$ cat src/rtl/pinModePkg.sv
package pinModePkg;
  localparam int unsigned OFF_CTL  = 0;
  localparam int unsigned OFF_DIR  = 1;
  localparam int unsigned OFF_OD   = 2;
  localparam int unsigned OFF_SF   = 3;
  localparam int unsigned OFF_OWN  = 4;
  localparam int unsigned OFF_DIN  = 5;
  localparam int unsigned OFF_DOUT = 6;
  localparam int unsigned OFF_MC   = 7;
  localparam int unsigned SEL_W    = 3;

  typedef struct packed {
    logic             wrCtl;
    logic             wrDir;
    logic             wrOd;
    logic             wrSf;
    logic             wrDout;
    logic             rdHit;
    logic [SEL_W-1:0] rdSel;
  } portStrobe_t;
endpackage

$ cat src/rtl/pinModeCtrl.sv
module pinModeCtrl
  import pinModePkg::*;
#(
  parameter int unsigned ADDR_W = 8
) (
  input  logic              clk,
  input  logic              rstN,
  input  logic              csIo,
  input  logic              rdEn,
  input  logic              wrEn,
  input  logic [ADDR_W-1:0] addr,
  output portStrobe_t       strb
);
  localparam int unsigned HI_W = ADDR_W - SEL_W;

  logic             inMap;
  logic             doWr;
  logic [SEL_W-1:0] off;

  assign off   = addr[SEL_W-1:0];
  assign inMap = (addr[ADDR_W-1:SEL_W] == {HI_W{1'b0}});
  assign doWr  = csIo && wrEn && inMap;

  always_comb begin
    strb        = '0;
    strb.wrCtl  = doWr && (off == SEL_W'(OFF_CTL));
    strb.wrDir  = doWr && (off == SEL_W'(OFF_DIR));
    strb.wrOd   = doWr && (off == SEL_W'(OFF_OD));
    strb.wrSf   = doWr && (off == SEL_W'(OFF_SF));
    strb.wrDout = doWr && (off == SEL_W'(OFF_DOUT));
    strb.rdHit  = csIo && rdEn && inMap;
    strb.rdSel  = off;
  end

  AST_ONE_WRITE: assert property (@(posedge clk) disable iff (!rstN)
    $onehot0({strb.wrCtl, strb.wrDir, strb.wrOd, strb.wrSf, strb.wrDout}));
  AST_NO_SEL_NO_WRITE: assert property (@(posedge clk) disable iff (!rstN)
    !csIo |-> !(strb.wrCtl || strb.wrDir || strb.wrOd || strb.wrSf || strb.wrDout));
endmodule

$ cat src/rtl/pinModeDatapath.sv
module pinModeDatapath
  import pinModePkg::*;
#(
  parameter int unsigned PIN_W = 8
) (
  input  logic             clk,
  input  logic             rstN,
  input  portStrobe_t      strb,
  input  logic [PIN_W-1:0] wrData,
  input  logic [PIN_W-1:0] padIn,
  input  logic [PIN_W-1:0] addrBits,
  input  logic [PIN_W-1:0] sfOut,
  input  logic [PIN_W-1:0] logicOwn,
  input  logic [PIN_W-1:0] logicOut,
  input  logic [PIN_W-1:0] logicOe,
  input  logic [PIN_W-1:0] mcellOut,
  output logic [PIN_W-1:0] rdData,
  output logic [PIN_W-1:0] padOut,
  output logic [PIN_W-1:0] padOe
);
  logic [PIN_W-1:0] ctlReg, dirReg, odReg, sfReg, doutReg;
  logic [PIN_W-1:0] syncA, syncB;
  logic [PIN_W-1:0] rdNext;

  always_ff @(posedge clk) begin
    if (!rstN) begin
      ctlReg  <= '0;
      dirReg  <= '0;
      odReg   <= '0;
      sfReg   <= '0;
      doutReg <= '0;
      syncA   <= '0;
      syncB   <= '0;
      rdData  <= '0;
    end else begin
      if (strb.wrCtl)  ctlReg  <= wrData;
      if (strb.wrDir)  dirReg  <= wrData;
      if (strb.wrOd)   odReg   <= wrData;
      if (strb.wrSf)   sfReg   <= wrData;
      if (strb.wrDout) doutReg <= wrData;
      syncA  <= padIn;
      syncB  <= syncA;
      rdData <= rdNext;
    end
  end

  always_comb begin
    rdNext = '0;
    if (strb.rdHit) begin
      case (strb.rdSel)
        SEL_W'(OFF_CTL):  rdNext = ctlReg;
        SEL_W'(OFF_DIR):  rdNext = dirReg;
        SEL_W'(OFF_OD):   rdNext = odReg;
        SEL_W'(OFF_SF):   rdNext = sfReg;
        SEL_W'(OFF_OWN):  rdNext = logicOwn;
        SEL_W'(OFF_DIN):  rdNext = syncB;
        SEL_W'(OFF_DOUT): rdNext = doutReg;
        default:          rdNext = mcellOut;
      endcase
    end
  end

  for (genvar i = 0; i < PIN_W; i++) begin : gPin
    logic srcVal;
    assign srcVal    = sfReg[i] ? sfOut[i] : (ctlReg[i] ? doutReg[i] : addrBits[i]);
    assign padOut[i] = logicOwn[i] ? logicOut[i] : (odReg[i] ? 1'b0 : srcVal);
    assign padOe[i]  = logicOwn[i] ? logicOe[i]  : (dirReg[i] & ~(odReg[i] & srcVal));
  end

  AST_OD_LOW_ONLY: assert property (@(posedge clk) disable iff (!rstN)
    (padOe & padOut & odReg & ~logicOwn) == '0);
  AST_OWN_MIRROR: assert property (@(posedge clk) disable iff (!rstN)
    ((padOut ^ logicOut) & logicOwn) == '0 && ((padOe ^ logicOe) & logicOwn) == '0);
  AST_INPUT_QUIET: assert property (@(posedge clk) disable iff (!rstN)
    (padOe & ~logicOwn & ~dirReg) == '0);
  AST_RD_IDLE_ZERO: assert property (@(posedge clk) disable iff (!rstN)
    !strb.rdHit |=> rdData == '0);
  AST_DOUT_HOLD: assert property (@(posedge clk) disable iff (!rstN)
    !strb.wrDout |=> $stable(doutReg));
endmodule

$ cat src/rtl/pinModePort.sv
module pinModePort
  import pinModePkg::*;
#(
  parameter int unsigned PIN_W  = 8,
  parameter int unsigned ADDR_W = 8
) (
  input  logic              clk,
  input  logic              rstN,
  input  logic              csIo,
  input  logic              rdEn,
  input  logic              wrEn,
  input  logic [ADDR_W-1:0] addr,
  input  logic [PIN_W-1:0]  wrData,
  output logic [PIN_W-1:0]  rdData,
  input  logic [PIN_W-1:0]  padIn,
  input  logic [PIN_W-1:0]  addrBits,
  input  logic [PIN_W-1:0]  sfOut,
  input  logic [PIN_W-1:0]  logicOwn,
  input  logic [PIN_W-1:0]  logicOut,
  input  logic [PIN_W-1:0]  logicOe,
  input  logic [PIN_W-1:0]  mcellOut,
  output logic [PIN_W-1:0]  padOut,
  output logic [PIN_W-1:0]  padOe
);
  portStrobe_t strb;

  pinModeCtrl #(.ADDR_W(ADDR_W)) uCtrl (
    .clk(clk), .rstN(rstN), .csIo(csIo), .rdEn(rdEn), .wrEn(wrEn),
    .addr(addr), .strb(strb)
  );

  pinModeDatapath #(.PIN_W(PIN_W)) uPath (
    .clk(clk), .rstN(rstN), .strb(strb), .wrData(wrData), .padIn(padIn),
    .addrBits(addrBits), .sfOut(sfOut), .logicOwn(logicOwn),
    .logicOut(logicOut), .logicOe(logicOe), .mcellOut(mcellOut),
    .rdData(rdData), .padOut(padOut), .padOe(padOe)
  );
endmodule

$ cat config.mk
export PLATFORM = sky130hd
export DESIGN_NAME = pinModePort
export DESIGN_NICKNAME = d
export VERILOG_FILES = /design/src/rtl/pinModePkg.sv /design/src/rtl/pinModeCtrl.sv /design/src/rtl/pinModeDatapath.sv /design/src/rtl/pinModePort.sv
export SDC_FILE = /design/constraint.sdc
export NUM_CORES = 1
export LEC_CHECK = 0
export CORE_MARGIN = 5
export CORE_UTILIZATION = 45
export CTS_CLUSTER_SIZE = 28
export DETAILED_ROUTE_END_ITERATION = 10
export HOLD_SLACK_MARGIN = 0.05
export PLACE_DENSITY = 0.79
export SYNTH_ARGS = -nofsm -noshare
export SYNTH_HDL_FRONTEND = slang
export SYNTH_SLANG_ARGS = --single-unit
export TNS_END_PERCENT = 30
$ cat constraint.sdc
create_clock -name clk -period 3.3 [get_ports clk]
set_input_delay 0.495 -clock clk [delete_from_list [all_inputs] [get_ports clk]]
set_output_delay 0.495 -clock clk [all_outputs]
set_load 0.005 [all_outputs]
=== Word-level counts from Yosys, hierarchy flattened ===
Cells that the tools add are included.

* Word-level logic and storage cells: 91
* Output and inout bits: 24
* Register bits: 64
* Input bits: 77

* Multiplexer cells: 41
* Equal/unequal tests: 6
* Reduce and logical (&&, ||, !) cells: 12
* Bitwise operators: 24

{| class="wikitable"
|+ Operators with widths
! kind !! count
|-
| 8-bit case mux with 7 select lines || 1
|-
| 1-bit two-way mux || 40
|-
| 1-bit AND || 16
|-
| 3-bit equality test, second input constant || 3
|-
| 1-bit logical AND || 9
|-
| 1-bit NOT || 8
|-
| 3-bit by 2-bit equality test with 1-bit output, second input constant || 2
|-
| 5-bit zero test || 1
|-
| 3-bit by 1-bit equality test with 1-bit output, second input constant || 1
|-
| 3-bit zero test || 1
|-
| 2-bit AND reduction || 1
|}

=== Longest topological paths before layout ===
* Depth after elaboration: 6
* Mapped depth: 6
* Depth with buffers taken out: 4

=== Cells and area by module ===
Synthesis repeated with hierarchy kept, for this count alone.

* Cell total of the unflattened synthesis: 342
* Area, all modules: 3201.8 sq um

{| class="wikitable"
|+ Modules (own cells, without submodules)
! module !! cells an instance !! area an instance (sq um) !! sequential area each (sq um) !! times used
|-
| pinModeDatapath || 326 || 3095.5 || 1281.2 || 1
|-
| pinModeCtrl || 16 || 106.4 || 0.0 || 1
|}

=== Worst setup path after synthesis ===
No wires, ideal clock.

* Path type: input port to flip-flop
* Start: input addr[1]
* End: register uPath.ctlReg[0]
* Buffers on the path: 2
* Library setup time: 0.129 ns
* Arrival time: 1.509 ns
* Setup slack: 1.662 ns
* Required time: 3.171 ns
* Stages: 6
* Cells stage by stage: buf_2 > nor2_2 > nand4_1 > clkbuf_1 > nand3_1 > o21ai_0

* Word-level cells in the longest chain between the ends: 2

{| class="wikitable"
|+ Ends and longest elaborated chain
! item !! RTL line !! RTL
|-
| start, declared || pinModePort.sv:12 || <nowiki>input logic [ADDR_W-1:0] addr,</nowiki>
|-
| 3-bit zero test || pinModeCtrl.sv:26 || <nowiki>strb.wrCtl = doWr && (off == SEL_W'(OFF_CTL));</nowiki>
|-
| 1-bit logical AND || pinModeCtrl.sv:26 ||
|-
| end signal, assigned || pinModeDatapath.sv:36 || <nowiki>if (strb.wrCtl) ctlReg <= wrData;</nowiki>
|-
| end, declared || pinModeDatapath.sv:21 || <nowiki>logic [PIN_W-1:0] ctlReg, dirReg, odReg, sfReg, doutReg;</nowiki>
|}

Every way passes these cells.
A chain may end at the register's enable or synchronous reset.

=== Final worst setup path ===
* Start: input addrBits[4]
* End: output padOe[4]

* Word-level cells in the longest chain between the ends: 6

{| class="wikitable"
|+ Ends and longest elaborated chain
! item !! RTL line !! RTL
|-
| start, declared || pinModePort.sv:16 || <nowiki>input logic [PIN_W-1:0] addrBits,</nowiki>
|-
| 1-bit two-way mux (2 in a row) || pinModeDatapath.sv:65 || <nowiki>assign srcVal = sfReg[i] ? sfOut[i] : (ctlReg[i] ? doutReg[i] : addrBits[i]);</nowiki>
|-
| 1-bit AND || pinModeDatapath.sv:67 || <nowiki>assign padOe[i] = logicOwn[i] ? logicOe[i] : (dirReg[i] & ~(odReg[i] & srcVal));</nowiki>
|-
| 1-bit NOT || pinModeDatapath.sv:67 ||
|-
| 1-bit AND || pinModeDatapath.sv:67 ||
|-
| 1-bit two-way mux || pinModeDatapath.sv:67 ||
|-
| end, declared || pinModePort.sv:23 || <nowiki>output logic [PIN_W-1:0] padOe</nowiki>
|}

Every way passes these cells.

==> impl_metrics.csv <==
group,metric,value,unit
job,maxCapViolCount,0,
layout,final_nets,516,
floorplanning,die_w,91.16,um
route,wl_per_cell,17.59,um
power,finalPower,1933,uW
worst_setup_path,r2r_start,"uPath.sfReg[6]",
yosys,ys_seq_elements,64,
worst_setup_path,cp.required,2.80,ns
layout,antennaDiodeCount,0,
cts,clock-sinks,64,
route,ant_nets,0,
yosys,synth.distinct_cells,27,
outcome,status,"finished, final reports clean",
cts,cts_buffer_depth,2,
yosys,synthAdderAreaFrac,0,
global_route,grt_first_pass_wirelength,14940,um
yosys,yosys_warnings,0,
worst_hold_path,hold_depth,1,
cts,postCtsHoldBufs,0,
global_route,track_usage,0.2206,
route,drc_errors,0,
yosys,ys_seq_area_frac,0.4322,
layout,final_cell_mix,"99 x clkdlybuf4s50_1, 64 x dfxtp_1, 32 x nand3_1, 32 x o21ai_0, 28 x nor2b_1",
timing,finClkSkew,0.006600,ns
yosys,yosys-top-cells-area,"dfxtp_1 43%, nor2b_1 5.9%, mux2i_1 5.4%, nand3_1 5.4%, o21ai_0 5.4%",
timing,setup-violations-final,0,
cts,cts_resized,0,
global_route,antenna_found_initial,0,
route,wirelength,9165,um
worst_setup_path,cp-endpoint,"padOe[4]",
cts,tritoncts,"done",
worst_setup_path,reg2reg_depth,3,
yosys,synth_xor_area_frac,0,
yosys,synth_top_family_by_area,"simple AND/OR/NAND/NOR gates",
yosys,synth-edff-count,0,
cts,cts_setup_buffers,0,
route,vias,3088,
layout,layout-drive-gt1-share,0.09234,
timing,hold_viol_final,0,
timing,relSlewSlack,0.5496,
worst_setup_path,crit_start,"addrBits[4]",
route,drt_pass1_iterations,5,
yosys,syn_nets,415,
floorplanning,die_h,91.16,um
worst_setup_path,worstPathArrival,2.25,ns
cts,worstSkewPairLatency,0.34,ns
timing,min_period,2.742,ns
timing,max_freq,0.3647,GHz
worst_setup_path,regToRegSetupSlack,2.15,ns
yosys,synthArstFlopShare,0,
timing,min_period_over_period,0.8309,
yosys,synth_mux_area_frac,0.05403,
yosys,syn_area_per_cell,8.770,sq um
place,io_buffer_count,100,
global_route,first_global_vias,2880,
timing,worst_pin_slew,0.6736,ns
cts,ctsHtreeMaxLevel,3,
worst_hold_path,hp-class,"register to register",
floorplanning,start_util,0.4641,
route,via_per_inst,5.927,
floorplanning,core_area,6386,sq um
cts,cts_buffers,9,
floorplanning,boundaryPins,101,
global_route,grt-ovfl-total,0,
timing,tns,0,ns
yosys,yosys.area_share.simple,0.2512,
timing,rsz0062_at_grt,"no",
worst_setup_path,criticalPathCategory,"primary input to primary output",
yosys,synth_ff_type,"dfxtp_1",
place,gp_congestion,0.8707,
worst_setup_path,end_kind,"primary output",
global_route,grt_max_degree,37,
layout,final_common_cell,"clkdlybuf4s50_1",
yosys,post-synth-top-area-cell,"dfxtp_1",
floorplanning,num_rows,29,
timing,slew_viol_final,0,
yosys,syn-cell-area,2964,sq um
floorplanning,die_area,8310,sq um
power,p_per_area,446.9,nW/um^2
worst_setup_path,worst-path-max-fanout,2,
place,place_ws,0.5857,ns
worst_setup_path,regToRegEndpoint,"uPath.rdData[6]",
place,dp.final_hpwl,6801,um
layout,n_fill_cell,531,
timing,timing.final.ws_setup,0.5581,ns
yosys,synth_compound_area_frac,0.2330,
route,drt-initial-drc-count,306,
cts,clk_pin_slew,0.07,ns
yosys,netlist.area_leader.share,0.4322,
power,vdd.ir_drop.worst,0.3506,mV
yosys,synthCells,338,
power,power.leakage,0.001604,uW
worst_setup_path,start_kind,"primary input",
layout,syn_to_final_growth,45.93,%
cts,root_buffer,"clkbuf_8",
==> per-stage QoR <==
stage          hold slack [ns]  utilization  instances  instance area (sq um)
6_report                0.4334       0.6773        521                   4325
3_3_place_gp            0.4156       0.6356        505                   4059
5_1_grt                 0.4563       0.6773        521                   4325
3_5_place_dp            0.4184       0.6356        505                   4059
4_1_cts                 0.4355       0.6773        521                   4325
2_1_floorplan           0.4119            -        338                   2964
==> per-layer routing <==
metal,wire length (um),part of all wire,track usage,vias up
li1,-,-,-,1472
met1,4121,0.45,0.3077,1454
met2,4163,0.45,0.3419,155
met3,791,0.086,0.04380,7
met4,89,0.0097,0.07335,0
met5,0,0,0,-
==> worst min path at each step <==
| stage | startpoint | endpoint | slack (ns) |
|---|---|---|---|
| after floorplan | uPath.syncA[0] | uPath.syncB[0] | 0.41 |
| after global placement | uPath.syncA[6] | uPath.syncB[6] | 0.42 |
| after detailed placement | uPath.syncA[2] | uPath.syncB[2] | 0.42 |
| after CTS | uPath.syncA[2] | uPath.syncB[2] | 0.44 |
| after global routing | uPath.syncA[6] | uPath.syncB[6] | 0.46 |
| final | uPath.syncA[1] | uPath.syncB[1] | 0.43 |
==> cell families after synthesis <==
| kind of cell | after synthesis |
|---|---|
| muxes | 16 |
| buffers and inverters | 22 |
| AOI/OAI and AO/OA | 104 |
| DFF | 64 |
| and+or+nand+nor | 132 |
==> flip-flops by register name, summed over array words and instances, names as in the netlist <==
register	cells
uPath.ctlReg	8
uPath.dirReg	8
uPath.doutReg	8
uPath.odReg	8
uPath.rdData	8
uPath.sfReg	8
uPath.syncA	8
uPath.syncB	8
==> where the power goes <==
| part | leakage [uW] | switching (uW) | internal, uW | total [uW] |
|---|---|---|---|---|
| logic | 0.000951 | 102 | 144 | 246 |
| clock network | 0.000134 | 323 | 581 | 903 |
| registers | 0.000519 | 2.56 | 781 | 784 |
| total | 0.00160 | 427 | 1510 | 1930 |
==> cell usage after synthesis (2+ instances only) <==
library cell   n
o221a_2        8
nand2_1       27
buf_2          4
a221oi_1      16
nor2b_1       28
buf_1          2
nand3_1       32
o21ai_0       32
a21oi_1       24
a211oi_1       8
a31oi_1        8
mux2i_1       16
clkbuf_1      16
and2_1        17
nor3_1         8
dfxtp_1       64
nand3b_1       8
o41ai_1        8
nand4_1        4
==> critical path: stages <==
cell             delay (ns)
clkdlybuf4s50_1        0.42
nor2b_1                0.13
a211oi_1               0.45
nor3_1                 0.09
a21oi_1                0.16
clkdlybuf4s50_1        0.51
==> layout make-up <==
cell class | instances | area [sq um] | area share
tap | 77 | 96.34 | 0.02227
multi-input combinational | 252 | 1595 | 0.3688
timing repair buffer | 112 | 1086 | 0.2511
clock inverter | 7 | 142.6 | 0.03298
sequential | 64 | 1281 | 0.2962
clock buffer | 9 | 123.9 | 0.02864
No activity file was read; power rests on OpenSTA's default activity.
